===== config.mk =====
export PLATFORM = sky130hd
export DESIGN_NAME = i2c_reg_target
export DESIGN_NICKNAME = d
export VERILOG_FILES = /design/src/rtl/i2c_reg_pkg.sv /design/src/rtl/i2c_bus_sync.sv /design/src/rtl/i2c_reg_ctl.sv /design/src/rtl/i2c_reg_dp.sv /design/src/rtl/i2c_reg_target.sv
export SDC_FILE = /design/constraint.sdc
export NUM_CORES = 2
export LEC_CHECK = 0
export ABC_AREA = 1
export BUFFER_PORTS_ARGS = -buffer_cell sky130_fd_sc_hd__buf_2
export CORE_AREA = 2 2 722 724
export DETAILED_ROUTE_END_ITERATION = 10
export DIE_AREA = 0 0 724 726
export GPL_TIMING_DRIVEN = 1
export PLACE_DENSITY = 0.32
export SKIP_CTS_REPAIR_TIMING = 1
export SLEW_MARGIN = 10
export SYNTH_ARGS = -nofsm -noshare
export SYNTH_HDL_FRONTEND = slang
export SYNTH_SLANG_ARGS = --single-unit

===== constraint.sdc =====
create_clock -name clk -period 30.2 [get_ports clk]
set_input_delay 4.53 -clock clk [delete_from_list [all_inputs] [get_ports clk]]
set_output_delay 4.53 -clock clk [all_outputs]
set_load 0.01 [all_outputs]

===== src/rtl/i2c_reg_pkg.sv =====
`timescale 1ns/1ps
package i2c_reg_pkg;

  localparam int PTR_W = 8;

  // Events seen on the synchronized bus, one system clock wide each
  typedef struct packed {
    logic sclRise;
    logic sclFall;
    logic startSeen;
    logic stopSeen;
    logic sdaLvl;
  } busEvT;

  // Strobes from control to datapath
  typedef struct packed {
    logic shiftIn;
    logic ptrLoad;
    logic ptrClear;
    logic wrCommit;
    logic txLoad;
    logic txShift;
  } dpCtlT;

  typedef enum logic [3:0] {
    ST_IDLE,
    ST_ADDR,
    ST_ADDR_ACK,
    ST_PTR,
    ST_PTR_ACK,
    ST_WDATA,
    ST_WDATA_ACK,
    ST_RDATA,
    ST_RMACK,
    ST_IGNORE
  } ctlStateT;

endpackage


===== src/rtl/i2c_bus_sync.sv =====
`timescale 1ns/1ps
module i2c_bus_sync
  import i2c_reg_pkg::*;
#(
  parameter int SYNC_STAGES = 2
) (
  input  logic  clk,
  input  logic  rstN,
  input  logic  sclIn,
  input  logic  sdaIn,
  output busEvT busEv,
  output logic  sclLvl
);

  localparam int TOP = SYNC_STAGES - 1;

  logic [TOP:0] sclPipe;
  logic [TOP:0] sdaPipe;
  logic         sclPrev;
  logic         sdaPrev;
  logic         sclS;
  logic         sdaS;

  generate
    if (SYNC_STAGES == 1) begin : g_one
      always_ff @(posedge clk or negedge rstN) begin
        if (!rstN) begin
          sclPipe <= '1;
          sdaPipe <= '1;
        end else begin
          sclPipe <= sclIn;
          sdaPipe <= sdaIn;
        end
      end
    end else begin : g_many
      always_ff @(posedge clk or negedge rstN) begin
        if (!rstN) begin
          sclPipe <= '1;
          sdaPipe <= '1;
        end else begin
          sclPipe <= {sclPipe[TOP-1:0], sclIn};
          sdaPipe <= {sdaPipe[TOP-1:0], sdaIn};
        end
      end
    end
  endgenerate

  assign sclS = sclPipe[TOP];
  assign sdaS = sdaPipe[TOP];

  always_ff @(posedge clk or negedge rstN) begin
    if (!rstN) begin
      sclPrev <= 1'b1;
      sdaPrev <= 1'b1;
    end else begin
      sclPrev <= sclS;
      sdaPrev <= sdaS;
    end
  end

  always_comb begin
    busEv.sclRise   = sclS & ~sclPrev;
    busEv.sclFall   = ~sclS & sclPrev;
    busEv.startSeen = sclS & sclPrev & sdaPrev & ~sdaS;
    busEv.stopSeen  = sclS & sclPrev & ~sdaPrev & sdaS;
    busEv.sdaLvl    = sdaS;
  end

  assign sclLvl = sclS;

endmodule


===== src/rtl/i2c_reg_ctl.sv =====
`timescale 1ns/1ps
module i2c_reg_ctl
  import i2c_reg_pkg::*;
#(
  parameter logic [6:0] DEV_ADDR = 7'h1A
) (
  input  logic       clk,
  input  logic       rstN,
  input  busEvT      busEv,
  input  logic [7:0] rxByte,
  input  logic       txBit,
  output dpCtlT      dpCtl,
  output logic       sdaOe
);

  localparam logic [3:0] LAST_RX = 4'd8;
  localparam logic [3:0] LAST_TX = 4'd7;

  ctlStateT   state, stateNxt;
  logic [3:0] bitCnt, cntNxt;
  logic       rwFlag, rwNxt;
  logic       inFrame, frameNxt;
  logic       ptrPreset, presetNxt;
  logic       masterAck, mackNxt;

  always_ff @(posedge clk or negedge rstN) begin
    if (!rstN) begin
      state     <= ST_IDLE;
      bitCnt    <= '0;
      rwFlag    <= 1'b0;
      inFrame   <= 1'b0;
      ptrPreset <= 1'b0;
      masterAck <= 1'b0;
    end else begin
      state     <= stateNxt;
      bitCnt    <= cntNxt;
      rwFlag    <= rwNxt;
      inFrame   <= frameNxt;
      ptrPreset <= presetNxt;
      masterAck <= mackNxt;
    end
  end

  always_comb begin
    stateNxt  = state;
    cntNxt    = bitCnt;
    rwNxt     = rwFlag;
    frameNxt  = inFrame;
    presetNxt = ptrPreset;
    mackNxt   = masterAck;
    dpCtl     = '0;

    if (busEv.stopSeen) begin
      stateNxt  = ST_IDLE;
      frameNxt  = 1'b0;
      presetNxt = 1'b0;
    end else if (busEv.startSeen) begin
      stateNxt = ST_ADDR;
      cntNxt   = '0;
      if (!inFrame) presetNxt = 1'b0;
      frameNxt = 1'b1;
    end else begin
      case (state)
        ST_ADDR, ST_PTR, ST_WDATA: begin
          if (busEv.sclRise && bitCnt != LAST_RX) begin
            dpCtl.shiftIn = 1'b1;
            cntNxt        = bitCnt + 4'd1;
          end else if (busEv.sclFall && bitCnt == LAST_RX) begin
            cntNxt = '0;
            case (state)
              ST_ADDR: begin
                if (rxByte[7:1] == DEV_ADDR) begin
                  stateNxt = ST_ADDR_ACK;
                  rwNxt    = rxByte[0];
                  if (rxByte[0] && !ptrPreset) dpCtl.ptrClear = 1'b1;
                end else begin
                  stateNxt = ST_IGNORE;
                end
              end
              ST_PTR: begin
                dpCtl.ptrLoad = 1'b1;
                presetNxt     = 1'b1;
                stateNxt      = ST_PTR_ACK;
              end
              default: begin
                dpCtl.wrCommit = 1'b1;
                stateNxt       = ST_WDATA_ACK;
              end
            endcase
          end
        end
        ST_ADDR_ACK: begin
          if (busEv.sclFall) begin
            if (rwFlag) begin
              dpCtl.txLoad = 1'b1;
              stateNxt     = ST_RDATA;
            end else begin
              stateNxt = ST_PTR;
            end
          end
        end
        ST_PTR_ACK, ST_WDATA_ACK: begin
          if (busEv.sclFall) stateNxt = ST_WDATA;
        end
        ST_RDATA: begin
          if (busEv.sclFall) begin
            if (bitCnt == LAST_TX) begin
              cntNxt   = '0;
              stateNxt = ST_RMACK;
            end else begin
              dpCtl.txShift = 1'b1;
              cntNxt        = bitCnt + 4'd1;
            end
          end
        end
        ST_RMACK: begin
          if (busEv.sclRise) begin
            mackNxt = ~busEv.sdaLvl;
          end else if (busEv.sclFall) begin
            if (masterAck) begin
              dpCtl.txLoad = 1'b1;
              stateNxt     = ST_RDATA;
            end else begin
              stateNxt = ST_IGNORE;
            end
          end
        end
        default: ;
      endcase
    end
  end

  // Pull low during any acknowledge slot, or for a zero read bit
  assign sdaOe = (state == ST_ADDR_ACK) || (state == ST_PTR_ACK) ||
                 (state == ST_WDATA_ACK) || (state == ST_RDATA && !txBit);

endmodule


===== src/rtl/i2c_reg_dp.sv =====
`timescale 1ns/1ps
module i2c_reg_dp
  import i2c_reg_pkg::*;
#(
  parameter int NUM_REGS = 232
) (
  input  logic                  clk,
  input  logic                  rstN,
  input  dpCtlT                 dpCtl,
  input  logic                  sdaLvl,
  output logic [7:0]            rxByte,
  output logic                  txBit,
  output logic [PTR_W-1:0]      ptr,
  output logic [NUM_REGS*8-1:0] regBank
);

  localparam int BANK_W = NUM_REGS * 8;

  logic [7:0]      rxShift;
  logic [7:0]      txShift;
  logic [7:0]      rdByte;
  logic [BANK_W-1:0] bankQ;

  always_ff @(posedge clk or negedge rstN) begin
    if (!rstN) begin
      rxShift <= '0;
    end else if (dpCtl.shiftIn) begin
      rxShift <= {rxShift[6:0], sdaLvl};
    end
  end

  always_ff @(posedge clk or negedge rstN) begin
    if (!rstN) begin
      ptr <= '0;
    end else if (dpCtl.ptrClear) begin
      ptr <= '0;
    end else if (dpCtl.ptrLoad) begin
      ptr <= rxShift;
    end else if (dpCtl.wrCommit || dpCtl.txLoad) begin
      ptr <= ptr + 8'd1;
    end
  end

  always_ff @(posedge clk or negedge rstN) begin
    if (!rstN) begin
      txShift <= 8'hFF;
    end else if (dpCtl.txLoad) begin
      txShift <= rdByte;
    end else if (dpCtl.txShift) begin
      txShift <= {txShift[6:0], 1'b1};
    end
  end

  generate
    for (genvar g = 0; g < NUM_REGS; g++) begin : g_reg
      logic [7:0] regQ;
      always_ff @(posedge clk or negedge rstN) begin
        if (!rstN) begin
          regQ <= '0;
        end else if (dpCtl.wrCommit && ptr == 8'(g)) begin
          regQ <= rxShift;
        end
      end
      assign bankQ[g*8 +: 8] = regQ;
    end
  endgenerate

  // Reserved pointer values match no register and read as zero
  always_comb begin
    rdByte = '0;
    for (int i = 0; i < NUM_REGS; i++) begin
      if (ptr == 8'(i)) rdByte = bankQ[i*8 +: 8];
    end
  end

  assign rxByte  = rxShift;
  assign txBit   = txShift[7];
  assign regBank = bankQ;

endmodule


===== src/rtl/i2c_reg_target.sv =====
`timescale 1ns/1ps
module i2c_reg_target
  import i2c_reg_pkg::*;
#(
  parameter logic [6:0] DEV_ADDR    = 7'h1A,
  parameter int         NUM_REGS    = 232,
  parameter int         SYNC_STAGES = 2
) (
  input  logic                  clk,
  input  logic                  rstN,
  input  logic                  sclIn,
  input  logic                  sdaIn,
  output logic                  sdaOe,
  output logic [NUM_REGS*8-1:0] regBank
);

  busEvT            busEv;
  dpCtlT            dpCtl;
  logic             sclLvl;
  logic [7:0]       rxByte;
  logic             txBit;
  logic [PTR_W-1:0] ptr;

  i2c_bus_sync #(.SYNC_STAGES(SYNC_STAGES)) u_sync (
    .clk    (clk),
    .rstN   (rstN),
    .sclIn  (sclIn),
    .sdaIn  (sdaIn),
    .busEv  (busEv),
    .sclLvl (sclLvl)
  );

  i2c_reg_ctl #(.DEV_ADDR(DEV_ADDR)) u_ctl (
    .clk    (clk),
    .rstN   (rstN),
    .busEv  (busEv),
    .rxByte (rxByte),
    .txBit  (txBit),
    .dpCtl  (dpCtl),
    .sdaOe  (sdaOe)
  );

  i2c_reg_dp #(.NUM_REGS(NUM_REGS)) u_dp (
    .clk     (clk),
    .rstN    (rstN),
    .dpCtl   (dpCtl),
    .sdaLvl  (busEv.sdaLvl),
    .rxByte  (rxByte),
    .txBit   (txBit),
    .ptr     (ptr),
    .regBank (regBank)
  );

endmodule


==> flow_metrics.py <==
metrics = {
    "outcome": {
        "run_status": "finished, final reports clean",
    },
    "die": {
        "ioPinCount": 1861,
        "design.die.area_sq_um": 525600,
        "initial_utilization": 0.1830,
        "fp.dieW_microns": 724,
        "rows": 265,
        "placeableCoreArea_sq_um": 518600,
        "die_y_microns": 726,
    },
    "timing": {
        "tns_ps": 0,
        "finalWorstPathRequiredPeriod_ps": 20640,
        "hold_ws_ps": 357.7,
        "grt_setup_unrepaired": "false",
        "timing.final.setup_violations": 0,
        "layout_worst_path_cycle_share": 0.6835,
        "timing_max_transition_violations_final": 0,
        "fin_worst_skew_ps": 52.70,
        "max_freq_ghz": 0.04845,
        "hold_violations": 0,
        "fin_ws_ps": 9560,
        "worst_slew_pin_slew_ps": 1362,
        "slew_headroom": 0.08835,
    },
    "yosys": {
        "yosys.area.top_type_share": 0.4967,
        "yosysWarnings": 0,
        "most_instantiated_flip_flop_cell_in_the_synthesis_netlist": "sky130_fd_sc_hd__dfrtp_1",
        "synth.yosys.seq_area_share": 0.5006,
        "avgSynthCellArea_sq_um": 7.047,
        "syn-cell-area_sq_um": 94920,
        "yosys-top-cells-count": "sky130_fd_sc_hd__nand2_1 (5653), sky130_fd_sc_hd__o21ai_0 (2698), sky130_fd_sc_hd__inv_1 (1953), sky130_fd_sc_hd__dfrtp_1 (1884), sky130_fd_sc_hd__clkbuf_1 (622)",
        "yosys.cell_types.count": 39,
        "syn-instance-count": 13470,
        "yosysTopAreaCell": "sky130_fd_sc_hd__dfrtp_1",
        "synth_enable_flop_cells": 0,
        "synthesized_netlist_net_count": 13480,
        "post_synth_main_area_contributors": "sky130_fd_sc_hd__dfrtp_1 (50%), sky130_fd_sc_hd__nand2_1 (22%), sky130_fd_sc_hd__o21ai_0 (14%), sky130_fd_sc_hd__inv_1 (7.7%), sky130_fd_sc_hd__clkbuf_1 (2.5%)",
        "async_sr_flop_fraction": 1.000,
        "synth-seq-cells": 1898,
        "synth.most_common_cell": "sky130_fd_sc_hd__nand2_1",
    },
    "hold_path": {
        "min_delay_worst_endpoint": "u_sync.sdaPipe[1]",
        "hold_path.startpoint": "u_sync.sdaPipe[0]",
        "whs_path_depth": 0,
        "min-delay-path-class": "flop to flop",
    },
    "critical_path": {
        "critPathKind": "flop to flop",
        "timing.critical_path.slowest_stage_cell": "sky130_fd_sc_hd__nor2_1",
        "cp_slowest_stage_delay_ps": 620,
        "critical_path.reg2reg.endpoint": "u_dp.txShift[6]",
        "timing.critical_path.arrival_ps": 21490,
        "worst-r2r-cell-count": 237,
        "crit-reg2reg-launch": "u_dp.ptr[1]",
        "end_kind": "flop",
        "worst-endpoint-required_ps": 31050,
        "reg2reg_slack_ps": 9560,
        "cpMostUsedCell": "sky130_fd_sc_hd__nand2_1",
        "worstPathMaxFanout": 11,
        "worst_setup_path_start_kind": "flop",
    },
    "routing": {
        "ant_nets": 0,
        "drt_first_iter_violations": 7135,
        "wire_per_inst_microns": 27.62,
        "number_of_iterations_in_the_first_detailed_routing_pass": 6,
        "drc_errors": 0,
        "drt-vias-per-instance": 4.190,
        "routed_wirelength_mm": 615.0,
        "vias": 93290,
    },
    "placement": {
        "numPlacedInstances": 21780,
        "routabilityCongestion": 0.8652,
        "preCtsSetupSlack_ps": 8913,
        "portBuffers": 1860,
        "placed_cell_area_sq_um": 111900,
        "dpl.hpwl_mm": 463.5,
    },
    "layout": {
        "final_net_count": 15120,
        "final_cell_area_sq_um": 120900,
        "finalCoreUtilization": 0.2331,
        "synthToLayoutAreaGrowth_pct": 27.35,
        "final_layout_size_suffix_gt1_frac": 0.1630,
        "finalNonFillerCells": 22270,
    },
    "power_and_ir_drop": {
        "power_report.internal_total_mw": 4.568,
        "p_clk_frac": 0.508,
        "power.sequential.fraction": 0.394,
        "vdd_ir_drop_max_mv": 0.04868,
        "netSwitchingPower_mw": 1.972,
        "combinationalPowerShare": 0.097,
        "p_leak_nw": 63.14,
        "report.power.total_mw": 6.540,
        "switching_share_of_power": 0.3015,
        "pwr_density_cell_nw_per_um2": 54.11,
    },
    "clocking": {
        "clock_tree_from_tritoncts": "built",
        "path_clk_slew_ps": 60,
        "worst_skew_pair_later_pin_latency_ps": 920,
        "cts_bufs_inserted": 271,
        "cts_sinks": 1898,
        "cts-root-to-sink-buffers": 4,
        "cts_htree_levels": 5,
        "ctsRootBufferMaster": "sky130_fd_sc_hd__clkbuf_16",
    },
    "job": {
        "max-cap-violations": 0,
    },
    "global_route": {
        "antenna_found_initial": 34,
        "first_global_vias": 91370,
        "first_pass_grt_wire_length_mm": 826.6,
        "final_global_route_overflow_total": 0,
        "maximum_number_of_pins_on_one_net_before_global_route_repair": 134,
        "grtUsageTotal": 0.2262,
    },
}
-- worst max path at each step --
stage                      startpoint               to  slack, ps  depth (start not counted)
after floorplan           u_dp.ptr[1]  u_dp.txShift[3]      19000                        239
after global placement    u_dp.ptr[1]  u_dp.txShift[6]       8880                        237
after detailed placement  u_dp.ptr[1]  u_dp.txShift[6]       8910                        237
after CTS                 u_dp.ptr[1]  u_dp.txShift[6]       8880                        237
after global routing      u_dp.ptr[1]  u_dp.txShift[6]       7340                        237
final                     u_dp.ptr[1]  u_dp.txShift[6]       9560                        237
-- power by group through the flow --
stage	clock [mW]	combinational [mW]	sequential, mW
3_3_place_gp	0	0.673	2.63
2_1_floorplan	0	0.201	2.61
3_5_place_dp	0	0.675	2.63
4_1_cts	3.43	0.674	2.58
6_report	3.33	0.636	2.58
5_1_grt	3.52	0.680	2.58
-- state kept, by name, indices dropped and copies added (netlist names) --
name	flops
u_dp.g.regQ	1856
u_dp.ptr	8
u_dp.rxByte	8
u_dp.txShift	8
u_ctl.bitCnt	4
u_ctl.state	4
u_sync.sclPipe	2
u_sync.sdaPipe	2
u_ctl.inFrame	1
u_ctl.masterAck	1
u_ctl.ptrPreset	1
u_ctl.rwFlag	1
u_sync.sclPrev	1
u_sync.sdaPrev	1
-- layout make-up --
class	instances	area, sq um
tap	6942	8686
inverter	1976	7505
sequential	1898	47510
clock buffer	407	8030
timing repair buffer	2004	10540
clock inverter	64	924.6
fill	59150	397700
antenna	19	47.55
multi-input combinational	8956	37630
-- placed cells by master (no fill, tap or decap), drive strengths merged, types with 4 or more instances in the layout --
| master | count |
|---|---|
| nand2 | 5658 |
| o21ai | 2703 |
| buf | 2004 |
| inv | 1979 |
| dfrtp | 1884 |
| clkbuf | 407 |
| nor2 | 362 |
| a21oi | 123 |
| clkinv | 43 |
| nand3 | 28 |
| diode | 19 |
| nor3 | 19 |
| or2 | 18 |
| bufinv | 14 |
| dfstp | 14 |
| o22ai | 10 |
| nand4 | 8 |
| ha | 6 |
| xor2 | 4 |
| clkinvlp | 4 |
-- kinds of logic after synthesis --
family                     share of synthesized area
adders and majority gates                  0.0007909
buffers and inverters                         0.1037
and+or+nand+nor                               0.2438
AOI/OAI and AO/OA                             0.1507
DFF                                           0.5006
xor gates and xnor gates                   0.0003691
muxes                                      0.0001055
-- critical path: cells and delay by family (launching register included) --
| family | cells | cell delay, ps |
|---|---|---|
| buffers and inverters | 4 | 540 |
| flip-flops | 1 | 400 |
| adder cells (fa/ha/maj) | 1 | 300 |
| AND/OR/NAND/NOR | 231 | 19150 |
| AO/OA/AOI/OAI | 1 | 60 |
-- metal layers --
| metal | up-vias | share of wire | track usage |
|---|---|---|---|
| li1 | 44760 | - | - |
| met1 | 45270 | 0.40 | 0.2703 |
| met2 | 2632 | 0.49 | 0.3980 |
| met3 | 624 | 0.060 | 0.04712 |
| met4 | 0 | 0.042 | 0.08081 |
| met5 | - | 0 | 0 |
(Power assumes the default switching activity.)
